==> src/rtl/idec_pkg.sv <==
package idec_pkg;
  localparam int WORD_W = 16;
  localparam int NIB_W  = 4;
  localparam int OP_W   = 6;
  localparam int IMM_W  = 8;
  localparam int SH_W   = 3;

  typedef enum logic [1:0] {
    TIER_PRI  = 2'd0,
    TIER_SSRC = 2'd1,
    TIER_SREG = 2'd2
  } tier_e;

  localparam logic [NIB_W-1:0] ESC_NIB     = '1;
  localparam logic [NIB_W-1:0] SREG_LAST   = 4'hA;
  localparam logic [OP_W-1:0]  OP_LD8      = 6'h02;
  localparam logic [OP_W-1:0]  OP_STR16    = 6'h05;
  localparam logic [OP_W-1:0]  OP_BCC      = 6'h0E;
  localparam logic [OP_W-1:0]  OP_CALL     = 6'h14;
  localparam logic [OP_W-1:0]  OP_IN       = 6'h16;
  localparam logic [OP_W-1:0]  OP_OUTI     = 6'h19;
  localparam logic [OP_W-1:0]  OP_SHI      = 6'h1D;
  localparam logic [OP_W-1:0]  OP_RETI     = 6'h20;
  localparam logic [OP_W-1:0]  OP_GETEPC   = 6'h23;
  localparam logic [OP_W-1:0]  OP_SETUER   = 6'h2A;
  localparam logic [OP_W-1:0]  OP_ILLEGAL  = 6'h3F;

  typedef struct packed {
    logic [OP_W-1:0]  op;
    tier_e            tier;
    logic [NIB_W-1:0] rd;
    logic [NIB_W-1:0] ra;
    logic [NIB_W-1:0] rb;
    logic [IMM_W-1:0] imm;
    logic [SH_W-1:0]  shamt;
    logic             shr;
    logic             mem;
    logic             io;
    logic             br;
    logic             exc;
    logic             ill;
  } dec_s;

  function automatic logic in_span(logic [OP_W-1:0] op,
                                   logic [OP_W-1:0] lo,
                                   logic [OP_W-1:0] hi);
    return (op >= lo) && (op <= hi);
  endfunction

  // Ops whose destination field names a register that gets written.
  function automatic logic writes_dest(logic [OP_W-1:0] op);
    case (op)
      6'h00, 6'h01, 6'h02, 6'h03,
      6'h06, 6'h07, 6'h08, 6'h09, 6'h0A, 6'h0B, 6'h0C, 6'h0D,
      6'h10, 6'h11, 6'h12, 6'h14, 6'h15, 6'h16, 6'h18,
      6'h1A, 6'h1B, 6'h1C, 6'h1D,
      6'h23, 6'h25, 6'h27, 6'h29: return 1'b1;
      default:                    return 1'b0;
    endcase
  endfunction
endpackage

==> src/rtl/idec_primary.sv <==
module idec_primary
  import idec_pkg::*;
(
  input  logic [11:0]      fld_i,   // A, B, opcode nibbles
  output logic [OP_W-1:0]  op_o,
  output logic [NIB_W-1:0] ra_o,
  output logic [NIB_W-1:0] rb_o,
  output logic [IMM_W-1:0] imm_o,
  output logic             mem_o
);
  assign op_o  = {2'b00, fld_i[3:0]};
  assign ra_o  = fld_i[11:8];
  assign rb_o  = fld_i[7:4];
  assign imm_o = fld_i[11:4];
  assign mem_o = in_span(op_o, OP_LD8, OP_STR16);
endmodule

==> src/rtl/idec_single_src.sv <==
module idec_single_src
  import idec_pkg::*;
(
  input  logic [7:0]       fld_i,   // A nibble, sub-opcode nibble
  output logic [OP_W-1:0]  op_o,
  output logic [NIB_W-1:0] ra_o,
  output logic [IMM_W-1:0] imm_o,
  output logic [SH_W-1:0]  shamt_o,
  output logic             shr_o,
  output logic             io_o
);
  logic [NIB_W-1:0] a_nib;
  logic             is_shi;

  assign a_nib   = fld_i[7:4];
  assign op_o    = {2'b01, fld_i[3:0]};
  assign ra_o    = a_nib;
  assign imm_o   = {{(IMM_W-NIB_W){1'b0}}, a_nib};
  assign is_shi  = (op_o == OP_SHI);
  assign shamt_o = is_shi ? a_nib[SH_W-1:0] : '0;
  assign shr_o   = is_shi & a_nib[NIB_W-1];
  assign io_o    = in_span(op_o, OP_IN, OP_OUTI);
endmodule

==> src/rtl/idec_single_reg.sv <==
module idec_single_reg
  import idec_pkg::*;
(
  input  logic [NIB_W-1:0] sub_i,
  output logic [OP_W-1:0]  op_o,
  output logic             exc_o,
  output logic             ill_o
);
  logic legal;

  assign legal = (sub_i <= SREG_LAST);
  assign op_o  = legal ? {2'b10, sub_i} : OP_ILLEGAL;
  assign exc_o = legal & in_span(op_o, OP_GETEPC, OP_SETUER);
  assign ill_o = ~legal;
endmodule

==> src/rtl/idec_out_stage.sv <==
module idec_out_stage
  import idec_pkg::*;
#(
  parameter int REG_OUT = 1
) (
  input  logic clk,
  input  logic rst_n,
  input  dec_s d_i,
  output dec_s q_o
);
  generate
    if (REG_OUT != 0) begin : g_reg
      always_ff @(posedge clk or negedge rst_n) begin
        if (!rst_n) q_o <= '0;
        else        q_o <= d_i;
      end
    end else begin : g_comb
      assign q_o = d_i;
    end
  endgenerate
endmodule

==> src/rtl/nibble_insn_decoder.sv <==
module nibble_insn_decoder
  import idec_pkg::*;
#(
  parameter int REG_OUT = 1,
  parameter int PC_REG  = 14
) (
  input  logic        clk,
  input  logic        rst_n,
  input  logic [15:0] instr_i,
  output logic [5:0]  op_o,
  output logic [1:0]  tier_o,
  output logic [3:0]  rd_o,
  output logic [3:0]  ra_o,
  output logic [3:0]  rb_o,
  output logic [7:0]  imm_o,
  output logic [2:0]  shamt_o,
  output logic        shr_o,
  output logic        mem_o,
  output logic        io_o,
  output logic        br_o,
  output logic        exc_o,
  output logic        ill_o
);
  localparam logic [NIB_W-1:0] PC_IDX = NIB_W'(PC_REG);

  // tier 0 results
  logic [OP_W-1:0]  p_op;
  logic [NIB_W-1:0] p_ra, p_rb;
  logic [IMM_W-1:0] p_imm;
  logic             p_mem;
  // tier 1 results
  logic [OP_W-1:0]  s_op;
  logic [NIB_W-1:0] s_ra;
  logic [IMM_W-1:0] s_imm;
  logic [SH_W-1:0]  s_shamt;
  logic             s_shr, s_io;
  // tier 2 results
  logic [OP_W-1:0]  r_op;
  logic             r_exc, r_ill;

  // named internal events for the checker
  logic             esc1, esc2;
  tier_e            nxt_tier;
  logic [OP_W-1:0]  nxt_op;
  dec_s             nxt, cur;

  idec_primary u_pri (
    .fld_i(instr_i[11:0]), .op_o(p_op), .ra_o(p_ra), .rb_o(p_rb),
    .imm_o(p_imm), .mem_o(p_mem)
  );

  idec_single_src u_ssrc (
    .fld_i(instr_i[11:4]), .op_o(s_op), .ra_o(s_ra), .imm_o(s_imm),
    .shamt_o(s_shamt), .shr_o(s_shr), .io_o(s_io)
  );

  idec_single_reg u_sreg (
    .sub_i(instr_i[11:8]), .op_o(r_op), .exc_o(r_exc), .ill_o(r_ill)
  );

  assign esc1     = (instr_i[3:0] == ESC_NIB);
  assign esc2     = esc1 && (instr_i[7:4] == ESC_NIB);
  assign nxt_tier = esc2 ? TIER_SREG : (esc1 ? TIER_SSRC : TIER_PRI);

  always_comb begin
    nxt    = '0;
    nxt.rd = instr_i[15:12];
    nxt.tier = nxt_tier;
    unique case (nxt_tier)
      TIER_PRI: begin
        nxt.op  = p_op;
        nxt.ra  = p_ra;
        nxt.rb  = p_rb;
        nxt.imm = p_imm;
        nxt.mem = p_mem;
      end
      TIER_SSRC: begin
        nxt.op    = s_op;
        nxt.ra    = s_ra;
        nxt.imm   = s_imm;
        nxt.shamt = s_shamt;
        nxt.shr   = s_shr;
        nxt.io    = s_io;
      end
      default: begin
        nxt.op  = r_op;
        nxt.exc = r_exc;
        nxt.ill = r_ill;
      end
    endcase
    nxt.br = (nxt.op == OP_BCC) || (nxt.op == OP_CALL) ||
             (nxt.op == OP_RETI) ||
             ((nxt.rd == PC_IDX) && writes_dest(nxt.op));
  end

  assign nxt_op = nxt.op;

  idec_out_stage #(.REG_OUT(REG_OUT)) u_out (
    .clk(clk), .rst_n(rst_n), .d_i(nxt), .q_o(cur)
  );

  assign op_o    = cur.op;
  assign tier_o  = cur.tier;
  assign rd_o    = cur.rd;
  assign ra_o    = cur.ra;
  assign rb_o    = cur.rb;
  assign imm_o   = cur.imm;
  assign shamt_o = cur.shamt;
  assign shr_o   = cur.shr;
  assign mem_o   = cur.mem;
  assign io_o    = cur.io;
  assign br_o    = cur.br;
  assign exc_o   = cur.exc;
  assign ill_o   = cur.ill;
endmodule

==> config.mk <==
export PLATFORM = sky130hd
export DESIGN_NAME = nibble_insn_decoder
export DESIGN_NICKNAME = d
export VERILOG_FILES = /design/src/rtl/idec_pkg.sv /design/src/rtl/idec_primary.sv /design/src/rtl/idec_single_src.sv /design/src/rtl/idec_single_reg.sv /design/src/rtl/idec_out_stage.sv /design/src/rtl/nibble_insn_decoder.sv
export SDC_FILE = /design/constraint.sdc
export NUM_CORES = 1
export LEC_CHECK = 0
export ABC_AREA = 0
export BUFFER_PORTS_ARGS = -buffer_cell sky130_fd_sc_hd__buf_4
export CORE_MARGIN = 2
export CORE_UTILIZATION = 48
export CTS_CLUSTER_SIZE = 16
export DETAILED_ROUTE_END_ITERATION = 12
export PLACE_DENSITY_LB_ADDON = 0.12
export REMOVE_ABC_BUFFERS = 1
export SLEW_MARGIN = 10
export SYNTH_ARGS = -nofsm -noshare
export SYNTH_HDL_FRONTEND = slang
export SYNTH_SLANG_ARGS = --single-unit
==> constraint.sdc <==
create_clock -name clk -period 0.8 [get_ports clk]
set_input_delay 0.16 -clock clk [delete_from_list [all_inputs] [get_ports clk]]
set_output_delay 0.16 -clock clk [all_outputs]
set_load 0.05 [all_outputs]
# [Word level (Yosys, flattened, before mapping)]
# Memories as Yosys holds them, arrays and structs flattened.
# Cells that the tools add are included.
[totals] register_bits=37 mem_bits_ro=64 in_bits=18 out_inout_bits=37 wordCells=54 memories=1
[mem_list] name="(no name shown)" depth=64 word_bits=1 rd=1 rd_clocked_by_memory_dff=0 write_ports=0 line="idec_pkg.sv:52" text="case (op)"
[classes] n_lt_le_gt_ge=7 n_eq_ne=8 mux=12 bitwise=3 reduce_logical=10
[op_table] cell="$eq A4 B4 Y1 const B" count=4
[op_table] cell="$pmux W8 S2" count=1
[op_table] cell="$mux W4" count=3
[op_table] cell="$pmux W6 S2" count=1
[op_table] cell="$eq A6 B4 Y1 const B" count=1
[op_table] cell="$eq A6 B5 Y1 const B" count=1
[op_table] cell="$eq A6 B6 Y1 const B" count=1
[op_table] cell="$ge A6 B6 Y1 const B" count=1
[op_table] cell="$le A6 B6 Y1 const B" count=1
[op_table] cell="$ge A5 B5 Y1 const B" count=1
[op_table] cell="$le A5 B5 Y1 const B" count=1
[op_table] cell="$logic_and A1 B1 Y1" count=5
[op_table] cell="$mux W5" count=1
[op_table] cell="$ge A4 B2 Y1 const B" count=1
[op_table] cell="$le A4 B3 Y1 const B" count=1
[op_table] cell="$le A4 B4 Y1 const B" count=1
[op_table] cell="$mux W2" count=2
[op_table] cell="$logic_or A1 B1 Y1" count=3
[op_table] cell="$mux W1" count=3
[op_table] cell="$mux W3" count=1
[op_table] cell="$and A1 B1 Y1" count=2
[op_table] cell="$eq A2 B1 Y1 const B" count=1
[op_table] cell="$logic_not A2 Y1" count=1
[op_table] cell="$reduce_or A2 Y1" count=1
[op_table] cell="$not A1 Y1" count=1

# [Longest topological paths before layout]
# Gate-level depths: netlist (run 1).
[depth] word_depth=9 ltp_mapped=6 mapped_depth_nobuf=6

# [Hierarchy]
# From an unflattened synthesis (run 1), not the netlist that was laid out.
[unflattened] hier_cells=178 hier_area_um2=1980.6
[by_module_without_submodules] mod="idec_out_stage" n_inst=1 cells_per_inst=37 area_per_inst_um2=925.9 seq_area_each_um2=925.9
[by_module_without_submodules] mod="nibble_insn_decoder" n_inst=1 cells_per_inst=78 area_per_inst_um2=605.6 seq_area_each_um2=0.0
[by_module_without_submodules] mod="idec_single_src" n_inst=1 cells_per_inst=28 area_per_inst_um2=196.4 seq_area_each_um2=0.0
[by_module_without_submodules] mod="idec_primary" n_inst=1 cells_per_inst=25 area_per_inst_um2=181.4 seq_area_each_um2=0.0
[by_module_without_submodules] mod="idec_single_reg" n_inst=1 cells_per_inst=10 area_per_inst_um2=71.3 seq_area_each_um2=0.0

# [Least setup slack after synthesis (run 1)]
# No wires, ideal clock.
[synth_path] kind="input-to-reg" start="in instr_i[11]" end="reg u_out.q_o[2] in the netlist's numbering" setup_time_ns=0.135 t_arrival_ns=1.263 t_required_ns=0.665 path_slack_ns=-0.598 path_stages=6 path_buffers=1 cell_sequence="clkbuf_1 > a31o_2 > o211ai_1 > o21ai_1 > o311ai_1 > o211ai_1"
[synth_rtl] element="start: declaration" line="nibble_insn_decoder.sv:9" text="input logic [15:0] instr_i,"
[synth_rtl] element="end signal: assignment" line="idec_out_stage.sv:15" text="else q_o <= d_i;"
[synth_rtl] element="end: declaration" line="idec_out_stage.sv:9" text="output dec_s q_o"

==> results of run 1 <==
## per-stage QoR
stage	utilization (%)	worst slack, ns	hold WS, ns	area [sq um]
5_1_grt	86.1	-0.345	0.0480	2560
2_1_floorplan	-	-0.503	-0.136	1430
3_5_place_dp	71.7	-0.722	0.137	2130
6_report	86.1	-0.322	0.0588	2560
3_3_place_gp	71.7	-0.643	0.123	2130
4_1_cts	83.8	-0.283	0.0626	2500
## Yosys cell counts (all sizes together)
cell | count | area (sq um)
nand2 | 9 | 33.8
mux2 | 2 | 22.5
nand3b | 1 | 7.51
and2 | 12 | 75.1
and4 | 1 | 8.76
a31o | 1 | 8.76
xnor2 | 1 | 8.76
nand2b | 1 | 6.26
dfrtp | 36 | 901
a41oi | 1 | 8.76
nor3 | 2 | 10.0
o31a | 3 | 26.3
nor2b | 5 | 31.3
o22ai | 1 | 6.26
o21a | 1 | 7.51
clkbuf | 2 | 7.51
a21oi | 2 | 10.0
o311a | 1 | 10.0
buf | 6 | 37.5
o311ai | 1 | 8.76
nor2 | 9 | 33.8
o21ai | 5 | 25.0
o41ai | 1 | 8.76
nand4 | 4 | 46.3
o211ai | 2 | 15.0
a21o | 5 | 37.5
nor4 | 4 | 25.0
o31ai | 1 | 7.51
and4b | 1 | 10.0
nand3 | 2 | 10.0
inv | 4 | 15.0
## final timing paths
path	startpoint	end	slack (ns)	depth (start not counted)
worst max-delay path	instr_i[9]	u_out.q_o[2]$_DFF_PN0_	-0.32	6
worst min-delay path	instr_i[8]	u_out.q_o[13]$_DFF_PN0_	0.06	2
max in group asynchronous	rst_n	u_out.q_o[35]$_DFF_PN0_	0.19	2
min in group asynchronous	rst_n	u_out.q_o[36]$_DFF_PN0_	0.30	2
## power groups by stage
| stage | Clock [mW] | Combinational, mW | Sequential [mW] |
|---|---|---|---|
| after CTS | 1.25 | 1.00 | 1.94 |
| final | 1.25 | 1.05 | 1.94 |
| after floorplan | 0 | 0.138 | 2.26 |
| after global routing | 1.34 | 1.11 | 1.95 |
| after global placement | 0 | 0.870 | 1.95 |
| after detailed placement | 0 | 0.886 | 1.96 |
## cell type report
class                   instances  share of cell area, %
clock buffers                   6                   1.61
repair buffers                 98                   36.5
flip-flops and latches         36                   35.1
inverters                       4                  0.586
clock inverters                 2                   1.37
multi-input cells              79                   23.2
well taps                      33                   1.61
## worst max-delay path, stage by stage
cell and delay, ns:
buf_8 0.10, a31o_4 0.24, o211ai_1 0.26, o21ai_1 0.16
o311ai_1 0.28, o211ai_1 0.13
## per-layer routing
metal	vias to the layer above	GRT usage, %
met2	72	43.5
met1	684	31.2
met4	0	11.0
li1	635	-
met5	-	0
met3	14	6.11
## what timing repair did
| item | in CTS | in global routing |
|---|---|---|
| endpoints found under the hold margin | 41 | 0 |
| hold buffers | 6 | 0 |
| gates resized for setup | 53 | 14 |
| setup buffers | 2 | 1 |
| pin swaps | 7 | 8 |
| setup endpoints to repair | 45 | 51 |
## logic make-up after synthesis
family,share of synthesized area (%)
AO/OA/AOI/OAI,12.3
XOR/XNOR,0.596
buffers and inverters,4.08
flip-flops,61.3
multiplexers,1.53
AND/OR/NAND/NOR,20.3
==> run_summary.xml, run 1 <==
<?xml version="1.0" encoding="UTF-8"?>
<metrics>
  <group name="setup_path">
    <metric name="timing.critical_path.to_type" unit="">flip-flop</metric>
    <metric name="data_arrival_time_at_the_worst_slack_endpoint" unit="ns">1.33</metric>
    <metric name="launching_element_type_of_the_critical_path" unit="">input pin</metric>
    <metric name="crit_type" unit="">in2reg</metric>
    <metric name="worst-endpoint-required" unit="ns">1.00</metric>
    <metric name="critical_path_peak_fanout" unit="">4</metric>
  </group>
  <group name="status">
    <metric name="outcome" unit="">finished with violations</metric>
    <metric name="failed_checks" unit="">setup timing</metric>
  </group>
  <group name="global_routing">
    <metric name="aggregate_global_route_resource_usage" unit="%">25.7</metric>
    <metric name="vias_in_the_first_global_route" unit="">1435</metric>
    <metric name="globalRoute.totalOverflow" unit="">0</metric>
    <metric name="global_route_wire_length_before_repair" unit="um">6640</metric>
    <metric name="initial_antenna_violation_count" unit="">0</metric>
    <metric name="grt_max_degree" unit="">37</metric>
  </group>
  <group name="cells_and_area">
    <metric name="layout.filler_cells" unit="">138</metric>
    <metric name="syn_to_final_growth" unit="%">74.4</metric>
    <metric name="layoutNonFillerInstCount" unit="">258</metric>
    <metric name="multi_input_area" unit="sq um">596</metric>
    <metric name="mostFrequentLayoutCells" unit="">45 x buf_4, 45 x buf_6, 36 x dfrtp_1</metric>
    <metric name="final-seq-area" unit="sq um">901</metric>
    <metric name="biggestRegsByFlops" unit="">u_out.q_o (36)</metric>
    <metric name="top_register" unit="">u_out.q_o</metric>
    <metric name="fin_nets" unit="">242</metric>
    <metric name="layout-drive-gt1-share" unit="%">52.0</metric>
    <metric name="antennaDiodeCount" unit="">0</metric>
    <metric name="largest_register_ffs" unit="">36</metric>
  </group>
  <group name="drt">
    <metric name="met3_wirelength" unit="um">310</metric>
    <metric name="detail_route.iter0.violations" unit="">65</metric>
    <metric name="route.vias.total" unit="">1405</metric>
    <metric name="routed.top_layer" unit="">met4</metric>
    <metric name="wire_per_inst" unit="um">16.4</metric>
    <metric name="post-route-drc-count" unit="">0</metric>
    <metric name="antenna_left" unit="">0</metric>
    <metric name="post_drt_via_cell_ratio" unit="">5.45</metric>
    <metric name="met2RoutedLength" unit="um">2230</metric>
    <metric name="wl" unit="um">4230</metric>
    <metric name="met1Wirelength" unit="um">1590</metric>
    <metric name="drt_first_pass_iters" unit="">4</metric>
  </group>
  <group name="logic_synthesis">
    <metric name="syn-cell-area" unit="sq um">1470</metric>
    <metric name="synth_warnings" unit="">0</metric>
    <metric name="post_synth.cell_area_avg" unit="sq um">11.6</metric>
    <metric name="sequential_fraction_of_the_synthesis_area" unit="%">61.3</metric>
    <metric name="flops_latches_synth" unit="">36</metric>
    <metric name="netlist-cell-type-count" unit="">37</metric>
    <metric name="synthCells" unit="">127</metric>
  </group>
  <group name="clock_network">
    <metric name="htreeDepth" unit="">2</metric>
    <metric name="path_clk_slew" unit="ns">0.11</metric>
    <metric name="cts-root-to-sink-buffers" unit="">2</metric>
    <metric name="cts_made_buffers" unit="">5</metric>
    <metric name="cts.root.buffer_cell" unit="">clkbuf_4</metric>
    <metric name="cts.sink_count" unit="">36</metric>
    <metric name="cts_tree" unit="">built</metric>
  </group>
  <group name="placed_design">
    <metric name="hpwl" unit="um">2670</metric>
    <metric name="finalWeightedCongestion" unit="">0.912</metric>
    <metric name="post-place-cells" unit="">241</metric>
    <metric name="count_of_buffers_inserted_at_the_top_level_ports" unit="">54</metric>
  </group>
  <group name="power">
    <metric name="clock_power_share" unit="%">29.5</metric>
    <metric name="internal_power" unit="mW">3.00</metric>
    <metric name="worst_ir_drop_vdd" unit="V">0.00182</metric>
    <metric name="seqPwrFrac" unit="%">45.7</metric>
    <metric name="power_switching" unit="mW">1.24</metric>
    <metric name="p_leak" unit="nW">1.27</metric>
    <metric name="power_density" unit="nW/um^2">1650</metric>
    <metric name="comb_power_share" unit="%">24.8</metric>
    <metric name="switching_share" unit="%">29.2</metric>
    <metric name="fin_total_pwr" unit="mW">4.24</metric>
  </group>
  <group name="die">
    <metric name="core" unit="sq um">2980</metric>
    <metric name="die-area" unit="sq um">3520</metric>
    <metric name="die_width" unit="um">59.3</metric>
    <metric name="initial_core_util" unit="%">49.4</metric>
    <metric name="floorplan.io_pins" unit="">55</metric>
    <metric name="placementRows" unit="">20</metric>
    <metric name="die_y" unit="um">59.3</metric>
  </group>
  <group name="timing">
    <metric name="layout_setup_ws" unit="ns">-0.322</metric>
    <metric name="grt_setup_unrepaired" unit="">yes</metric>
    <metric name="max_freq" unit="MHz">891</metric>
    <metric name="layout_worst_path_cycle_share" unit="%">140</metric>
    <metric name="final_max_slew_viol_count" unit="">0</metric>
    <metric name="setup_viol_count_final" unit="">42</metric>
    <metric name="setup-tns-final" unit="ns">-9.40</metric>
    <metric name="tightestPinTransition" unit="ns">0.437</metric>
    <metric name="slew_headroom" unit="%">70.9</metric>
    <metric name="hold_violations" unit="">0</metric>
    <metric name="finalWorstPathRequiredPeriod" unit="ns">1.12</metric>
  </group>
  <group name="worst_hold_path">
    <metric name="worst_hold_path_type" unit="">in2reg</metric>
  </group>
  <group name="job">
    <metric name="drv.max_cap_violation_count" unit="">0</metric>
  </group>
</metrics>
Power figures use the tool's default switching activity.
==> run 2, diff against run 1 <==
--- a/config.mk
+++ b/config.mk
@@ -5,7 +5,7 @@
 export SDC_FILE = /design/constraint.sdc
 export NUM_CORES = 1
 export LEC_CHECK = 0
-export ABC_AREA = 0
+export ABC_AREA = 1
 export BUFFER_PORTS_ARGS = -buffer_cell sky130_fd_sc_hd__buf_4
 export CORE_MARGIN = 2
 export CORE_UTILIZATION = 48
==> run 2 against run 1 <==
Against the previous run: the flow still finishes with violations (setup timing); final area decreased by 1.6%; die area decreased by 0.56%; sequential cell count unchanged; sequential power about the same; sequential share of layout area increased by 0.58 points; cell count increased by 7.0%; via count decreased by 0.36%; core utilization decreased by 1.4 points; total power decreased by 5.6%; clock-buffer cell count increased by 1; synthesized area decreased by 0.60%; worst hold slack improved by 0.028 ns; largest cell class is now flip-flops and latches.
==> run_summary.xml, run 2 <==
<?xml version="1.0" encoding="UTF-8"?>
<metrics>
  <group name="timing">
    <metric name="setup-tns-final" unit="ns">-8.76</metric>
    <metric name="setup_viol_count_final" unit="">39</metric>
    <metric name="finalWorstPathRequiredPeriod" unit="ns">1.12</metric>
    <metric name="slew_headroom" unit="%">71.1</metric>
    <metric name="grt_setup_unrepaired" unit="">yes</metric>
    <metric name="hold_violations" unit="">0</metric>
    <metric name="layout_setup_ws" unit="ns">-0.316</metric>
    <metric name="tightestPinTransition" unit="ns">0.434</metric>
    <metric name="max_freq" unit="MHz">896</metric>
    <metric name="layout_worst_path_cycle_share" unit="%">140</metric>
    <metric name="final_max_slew_viol_count" unit="">0</metric>
  </group>
  <group name="worst_hold_path">
    <metric name="min_path_cells" unit="">3</metric>
    <metric name="min-delay-start" unit="">instr_i[3]</metric>
    <metric name="worst_hold_path_ep" unit="">u_out.q_o[4]$_DFF_PN0_</metric>
    <metric name="worst_hold_path_type" unit="">in2reg</metric>
  </group>
  <group name="drt">
    <metric name="post-route-drc-count" unit="">0</metric>
    <metric name="wl" unit="um">3950</metric>
    <metric name="drt_first_pass_iters" unit="">4</metric>
    <metric name="route.vias.total" unit="">1400</metric>
    <metric name="wire_per_inst" unit="um">14.3</metric>
    <metric name="detail_route.iter0.violations" unit="">32</metric>
    <metric name="post_drt_via_cell_ratio" unit="">5.07</metric>
    <metric name="antenna_left" unit="">0</metric>
  </group>
  <group name="clock_network">
    <metric name="path_clk_slew" unit="ns">0.10</metric>
    <metric name="cts_tree" unit="">built</metric>
    <metric name="cts_made_buffers" unit="">5</metric>
    <metric name="cts.root.buffer_cell" unit="">clkbuf_4</metric>
    <metric name="cts.sink_count" unit="">36</metric>
    <metric name="htreeDepth" unit="">2</metric>
    <metric name="cts-root-to-sink-buffers" unit="">2</metric>
  </group>
  <group name="placed_design">
    <metric name="count_of_buffers_inserted_at_the_top_level_ports" unit="">54</metric>
    <metric name="placement.cell_area" unit="sq um">2110</metric>
    <metric name="dpl_worst_slack" unit="ns">-0.793</metric>
    <metric name="finalWeightedCongestion" unit="">0.888</metric>
    <metric name="post-place-cells" unit="">259</metric>
    <metric name="hpwl" unit="um">2500</metric>
  </group>
  <group name="global_routing">
    <metric name="globalRoute.totalOverflow" unit="">0</metric>
    <metric name="global_route_wire_length_before_repair" unit="um">6140</metric>
    <metric name="initial_antenna_violation_count" unit="">0</metric>
    <metric name="grt_max_degree" unit="">37</metric>
    <metric name="aggregate_global_route_resource_usage" unit="%">24.0</metric>
    <metric name="vias_in_the_first_global_route" unit="">1394</metric>
  </group>
  <group name="setup_path">
    <metric name="worst-endpoint-required" unit="ns">1.02</metric>
    <metric name="timing.critical_path.to_type" unit="">flip-flop</metric>
    <metric name="crit_type" unit="">in2reg</metric>
    <metric name="critical_path_peak_fanout" unit="">5</metric>
    <metric name="launching_element_type_of_the_critical_path" unit="">input pin</metric>
    <metric name="data_arrival_time_at_the_worst_slack_endpoint" unit="ns">1.34</metric>
  </group>
  <group name="status">
    <metric name="failed_checks" unit="">setup timing</metric>
    <metric name="outcome" unit="">finished with violations</metric>
  </group>
  <group name="logic_synthesis">
    <metric name="synth_async_reset_ratio" unit="%">100</metric>
    <metric name="number_of_enable_type_register_cells_in_the_synthesized_netlist" unit="">0</metric>
    <metric name="flops_latches_synth" unit="">36</metric>
    <metric name="yosys.cell_count.top_type" unit="">dfrtp_1</metric>
    <metric name="netlist-cell-type-count" unit="">24</metric>
    <metric name="synth_warnings" unit="">0</metric>
    <metric name="synth.top_cells.by_count" unit="">36 x dfrtp_1, 25 x nand2_1, 21 x nor2_1</metric>
    <metric name="netlist_top_cells_area" unit="">dfrtp_1 62%, nand2_1 6.4%, nor2_1 5.4%, nand3_2 4.1%, inv_1 3.1%</metric>
    <metric name="synthCells" unit="">145</metric>
    <metric name="dominantRegCellSynth" unit="">dfrtp_1</metric>
    <metric name="post_synth.cell_area_avg" unit="sq um">10.1</metric>
    <metric name="syn-cell-area" unit="sq um">1460</metric>
    <metric name="synth_top_cell_area_share" unit="%">61.6</metric>
    <metric name="synth.largest_area_cell" unit="">dfrtp_1</metric>
    <metric name="sequential_fraction_of_the_synthesis_area" unit="%">61.6</metric>
  </group>
  <group name="cells_and_area">
    <metric name="fin_nets" unit="">261</metric>
    <metric name="layout.cells.most_common" unit="">buf_4</metric>
    <metric name="layoutNonFillerInstCount" unit="">276</metric>
    <metric name="layout.filler_cells" unit="">157</metric>
    <metric name="antennaDiodeCount" unit="">0</metric>
    <metric name="top_register" unit="">u_out.q_o</metric>
    <metric name="layout-drive-gt1-share" unit="%">52.7</metric>
    <metric name="largest_register_ffs" unit="">36</metric>
    <metric name="mostFrequentLayoutCells" unit="">45 x buf_4, 41 x buf_6, 36 x dfrtp_1</metric>
    <metric name="syn_to_final_growth" unit="%">72.6</metric>
    <metric name="design_area" unit="sq um">2520</metric>
    <metric name="biggestRegsByFlops" unit="">u_out.q_o (36)</metric>
  </group>
  <group name="power">
    <metric name="p_leak" unit="nW">1.30</metric>
    <metric name="power_density" unit="nW/um^2">1590</metric>
    <metric name="worst_ir_drop_vdd" unit="V">0.000843</metric>
    <metric name="fin_total_pwr" unit="mW">4.00</metric>
  </group>
  <group name="die">
    <metric name="core" unit="sq um">2980</metric>
    <metric name="placementRows" unit="">20</metric>
    <metric name="die_width" unit="um">59.2</metric>
    <metric name="die_y" unit="um">59.2</metric>
    <metric name="die-area" unit="sq um">3500</metric>
    <metric name="floorplan.io_pins" unit="">55</metric>
    <metric name="initial_core_util" unit="%">49.1</metric>
  </group>
  <group name="job">
    <metric name="drv.max_cap_violation_count" unit="">0</metric>
  </group>
</metrics>
[run 2: cell type report]
cell class                      instances  area (sq um)  area share, %
Clock buffer                            7          65.1           2.58
Inverter                               16          72.6           2.88
Multi-Input combinational cell         90           548           21.7
Sequential cell                        36           901           35.7
Tap cell                               33          41.3           1.64
Timing Repair Buffer                   94           895           35.5
[run 2: repair_timing]
action                                  in CTS  in global routing
endpoints found under the setup margin      52                 52
pin swaps                                    5                  1
resized for setup                           61                 12
hold endpoints to repair                    40                  0
hold buffers                                 5                  0
setup buffers                                5                  2
[run 2: worst max-delay path by stage]
stage	depth (start not counted)	end	startpoint
after detailed placement	11	u_out.q_o[2]$_DFF_PN0_	instr_i[1]
final	14	u_out.q_o[2]$_DFF_PN0_	instr_i[3]
after floorplan	13	u_out.q_o[2]$_DFF_PN0_	instr_i[1]
after global routing	14	u_out.q_o[2]$_DFF_PN0_	instr_i[3]
after global placement	14	u_out.q_o[2]$_DFF_PN0_	instr_i[1]
after CTS	1	tier_o[1]	u_out.q_o[36]$_DFF_PN0_
[run 2: kinds of logic after synthesis]
group / after synthesis / synth area share (%)
buf+inv: 19 / 5.74
flops: 36 / 61.6
compound gates: 16 / 6.34
simple gates: 74 / 26.3
[run 2: power by group]
| group | internal [mW] | leakage, nW | switching [mW] |
|---|---|---|---|
| clock network | 0.498 | 0.0374 | 0.557 |
| registers | 1.90 | 0.447 | 0.0402 |
| logic | 0.403 | 0.811 | 0.604 |
| total | 2.80 | 1.30 | 1.20 |
[run 2: metrics by stage]
step	hold WS, ns	utilization [%]
after floorplan	-0.136	-
after global placement	0.124	70.9
after CTS	0.0804	83.3
after detailed placement	0.135	70.9
after global routing	0.0834	84.7
final	0.0868	84.7
[run 2: worst max-delay path, cell delays in order]
cell     delay [ns]
buf_8          0.08
nand2_4        0.05
nor2_4         0.17
inv_2          0.08
nand2_1        0.09
nand2_1        0.08
nor2_2         0.17
nand3_1        0.11
nand3_1        0.09
nand2_1        0.05
nand2_1        0.06
nand2_1        0.04
nand2_1        0.05
nand2_1        0.04
[run 2: metal layers]
layer,up-vias,track usage [%],routed length (um)
met5,-,0,0
met4,0,13.6,116
met3,12,4.15,147
met2,47,40.2,2080
met1,686,29.1,1600
li1,655,-,-
==> run 3, diff against run 2 <==
--- a/config.mk
+++ b/config.mk
@@ -12,7 +12,6 @@
 export CTS_CLUSTER_SIZE = 16
 export DETAILED_ROUTE_END_ITERATION = 12
 export PLACE_DENSITY_LB_ADDON = 0.12
-export REMOVE_ABC_BUFFERS = 1
 export SLEW_MARGIN = 10
 export SYNTH_ARGS = -nofsm -noshare
 export SYNTH_HDL_FRONTEND = slang
==> run 3 against run 2 <==
Against the previous run: largest cell class is now non-clock buffers; non-clock buffer count rose by 3; core utilization rose by 4.3 points; the flow still finishes with violations (setup timing); global-route usage rose by 2.3 points; final area rose by 5.1%; highest routed layer unchanged; sequential cell count did not move.
==> run_summary.xml, run 3 (synthesized netlist as in run 2, its figures left out) <==
<?xml version="1.0" encoding="UTF-8"?>
<metrics>
  <group name="cells_and_area">
    <metric name="mostFrequentLayoutCells" unit="">47 x buf_4, 40 x buf_6, 35 x dfrtp_1</metric>
    <metric name="layout-drive-gt1-share" unit="%">55.5</metric>
    <metric name="largest_register_ffs" unit="">36</metric>
    <metric name="antennaDiodeCount" unit="">0</metric>
    <metric name="biggestRegsByFlops" unit="">u_out.q_o (36)</metric>
    <metric name="fin_nets" unit="">264</metric>
    <metric name="post-route-util" unit="%">89.0</metric>
    <metric name="layout.cells.most_common" unit="">buf_4</metric>
    <metric name="design_area" unit="sq um">2650</metric>
    <metric name="syn_to_final_growth" unit="%">81.4</metric>
    <metric name="top_register" unit="">u_out.q_o</metric>
  </group>
  <group name="drt">
    <metric name="wire_per_inst" unit="um">17.2</metric>
    <metric name="drt_first_pass_iters" unit="">4</metric>
    <metric name="detail_route.iter0.violations" unit="">71</metric>
    <metric name="post-route-drc-count" unit="">0</metric>
    <metric name="antenna_left" unit="">0</metric>
    <metric name="route.vias.total" unit="">1512</metric>
    <metric name="wl" unit="um">4820</metric>
    <metric name="post_drt_via_cell_ratio" unit="">5.40</metric>
  </group>
  <group name="setup_path">
    <metric name="launching_element_type_of_the_critical_path" unit="">input pin</metric>
    <metric name="timing.critical_path.to_type" unit="">flip-flop</metric>
    <metric name="crit_type" unit="">in2reg</metric>
    <metric name="data_arrival_time_at_the_worst_slack_endpoint" unit="ns">1.56</metric>
    <metric name="highest_cell_delay_on_the_worst_timing_path" unit="ns">0.19</metric>
    <metric name="worst-endpoint-required" unit="ns">1.04</metric>
    <metric name="path_cells" unit="">buf_4 &gt; nand2_1 &gt; nand2_1 &gt; nand2_2 &gt; buf_4 &gt; nor2_1 &gt; nor2_1 &gt; a21oi_2 &gt; nand2_1 &gt; nand2_1 &gt; nand2_1 &gt; nand2_1 &gt; nand2_1</metric>
    <metric name="critical_path.n_buffers_inverters" unit="">2</metric>
    <metric name="crit_slowest_cell" unit="">nor2_1</metric>
    <metric name="cpMostUsedCell" unit="">nand2_1</metric>
    <metric name="critical_path_peak_fanout" unit="">3</metric>
    <metric name="timing.critical_path.max_delay_family" unit="">simple AND/OR/NAND/NOR gates</metric>
  </group>
  <group name="die">
    <metric name="die_y" unit="um">59.2</metric>
    <metric name="floorplan.io_pins" unit="">55</metric>
    <metric name="die-area" unit="sq um">3500</metric>
    <metric name="core" unit="sq um">2980</metric>
    <metric name="placementRows" unit="">20</metric>
    <metric name="initial_core_util" unit="%">49.1</metric>
    <metric name="die_width" unit="um">59.2</metric>
  </group>
  <group name="timing">
    <metric name="setup_viol_count_final" unit="">46</metric>
    <metric name="timing.hold.ws" unit="ns">0.0886</metric>
    <metric name="slew_headroom" unit="%">71.7</metric>
    <metric name="layout_setup_ws" unit="ns">-0.526</metric>
    <metric name="tightestPinTransition" unit="ns">0.421</metric>
    <metric name="hold_violations" unit="">0</metric>
    <metric name="max_freq" unit="MHz">754</metric>
    <metric name="layout_worst_path_cycle_share" unit="%">166</metric>
    <metric name="finalWorstPathRequiredPeriod" unit="ns">1.33</metric>
    <metric name="final_max_slew_viol_count" unit="">0</metric>
    <metric name="grt_setup_unrepaired" unit="">yes</metric>
  </group>
  <group name="placed_design">
    <metric name="finalWeightedCongestion" unit="">0.831</metric>
    <metric name="placement.cell_area" unit="sq um">2250</metric>
    <metric name="count_of_buffers_inserted_at_the_top_level_ports" unit="">54</metric>
    <metric name="dpl_worst_slack" unit="ns">-0.696</metric>
    <metric name="hpwl" unit="um">2620</metric>
  </group>
  <group name="global_routing">
    <metric name="vias_in_the_first_global_route" unit="">1441</metric>
    <metric name="globalRoute.totalOverflow" unit="">0</metric>
    <metric name="initial_antenna_violation_count" unit="">0</metric>
    <metric name="grt_max_degree" unit="">17</metric>
    <metric name="aggregate_global_route_resource_usage" unit="%">26.3</metric>
    <metric name="global_route_wire_length_before_repair" unit="um">6640</metric>
  </group>
  <group name="clock_network">
    <metric name="htreeDepth" unit="">2</metric>
    <metric name="cts.sink_count" unit="">36</metric>
    <metric name="cts_made_buffers" unit="">5</metric>
    <metric name="cts_tree" unit="">built</metric>
    <metric name="cts.root.buffer_cell" unit="">clkbuf_4</metric>
    <metric name="cts-root-to-sink-buffers" unit="">2</metric>
    <metric name="path_clk_slew" unit="ns">0.10</metric>
  </group>
  <group name="power">
    <metric name="worst_ir_drop_vdd" unit="V">0.00128</metric>
    <metric name="power_density" unit="nW/um^2">1500</metric>
    <metric name="p_leak" unit="nW">1.31</metric>
  </group>
  <group name="status">
    <metric name="failed_checks" unit="">setup timing</metric>
    <metric name="outcome" unit="">finished with violations</metric>
  </group>
  <group name="worst_hold_path">
    <metric name="worst_hold_path_type" unit="">in2reg</metric>
  </group>
  <group name="logic_synthesis">
    <metric name="postSynthNetCount" unit="">163</metric>
  </group>
  <group name="job">
    <metric name="drv.max_cap_violation_count" unit="">0</metric>
  </group>
</metrics>
==> run 3: final timing paths <==
check,startpoint,endpoint,slack (ns),cells after the start
worst max-delay path,instr_i[9],u_out.q_o[2]$_DFF_PN0_,-0.53,13
worst min-delay path,instr_i[3],u_out.q_o[4]$_DFF_PN0_,0.09,3
max in group asynchronous,rst_n,u_out.q_o[34]$_DFF_PN0_,0.26,3
min in group asynchronous,rst_n,u_out.q_o[1]$_DFF_PN0_,0.20,2
==> run 3: metal layers <==
layer | wire length (um) | GRT usage [%] | share of wire (%)
met4 | 154 | 13.0 | 3.2
met1 | 1840 | 31.4 | 38
met5 | 0 | 0 | 0
met3 | 313 | 7.21 | 6.5
met2 | 2510 | 43.5 | 52
==> run 3: area by class of cell <==
class | count | area (sq um)
Inverter | 16 | 72.6
Clock buffer | 7 | 45.0
Tap cell | 33 | 41.3
Timing Repair Buffer | 97 | 943
Sequential cell | 36 | 902
Multi-Input combinational cell | 90 | 642
Fill cell | 123 | 327
Clock inverter | 1 | 5.00
==> run 3: per-stage QoR <==
stage / setup TNS (ns) / cells / power, mW
after floorplan: -2.89 / 145 / 2.45
after global placement: -8.26 / 265 / 2.87
after detailed placement: -9.17 / 265 / 2.88
after CTS: -9.45 / 279 / 3.89
after global routing: -11.90 / 280 / 4.12
final: -10.50 / 280 / 3.97
==> run 3: power by group <==
group          switching [mW]  total [mW]  internal [mW]
combinational           0.660        1.09          0.432
clock                   0.594       0.936          0.342
sequential             0.0404        1.94           1.90
==> run 3: repair_timing <==
| item | 4_1_cts | 5_1_grt |
|---|---|---|
| hold endpoints to repair | 40 | 0 |
| hold buffers | 5 | 0 |
| resized for setup | 56 | 13 |
| setup endpoints to repair | 49 | 50 |
| setup buffers | 1 | 1 |
| pin swaps | 6 | 5 |
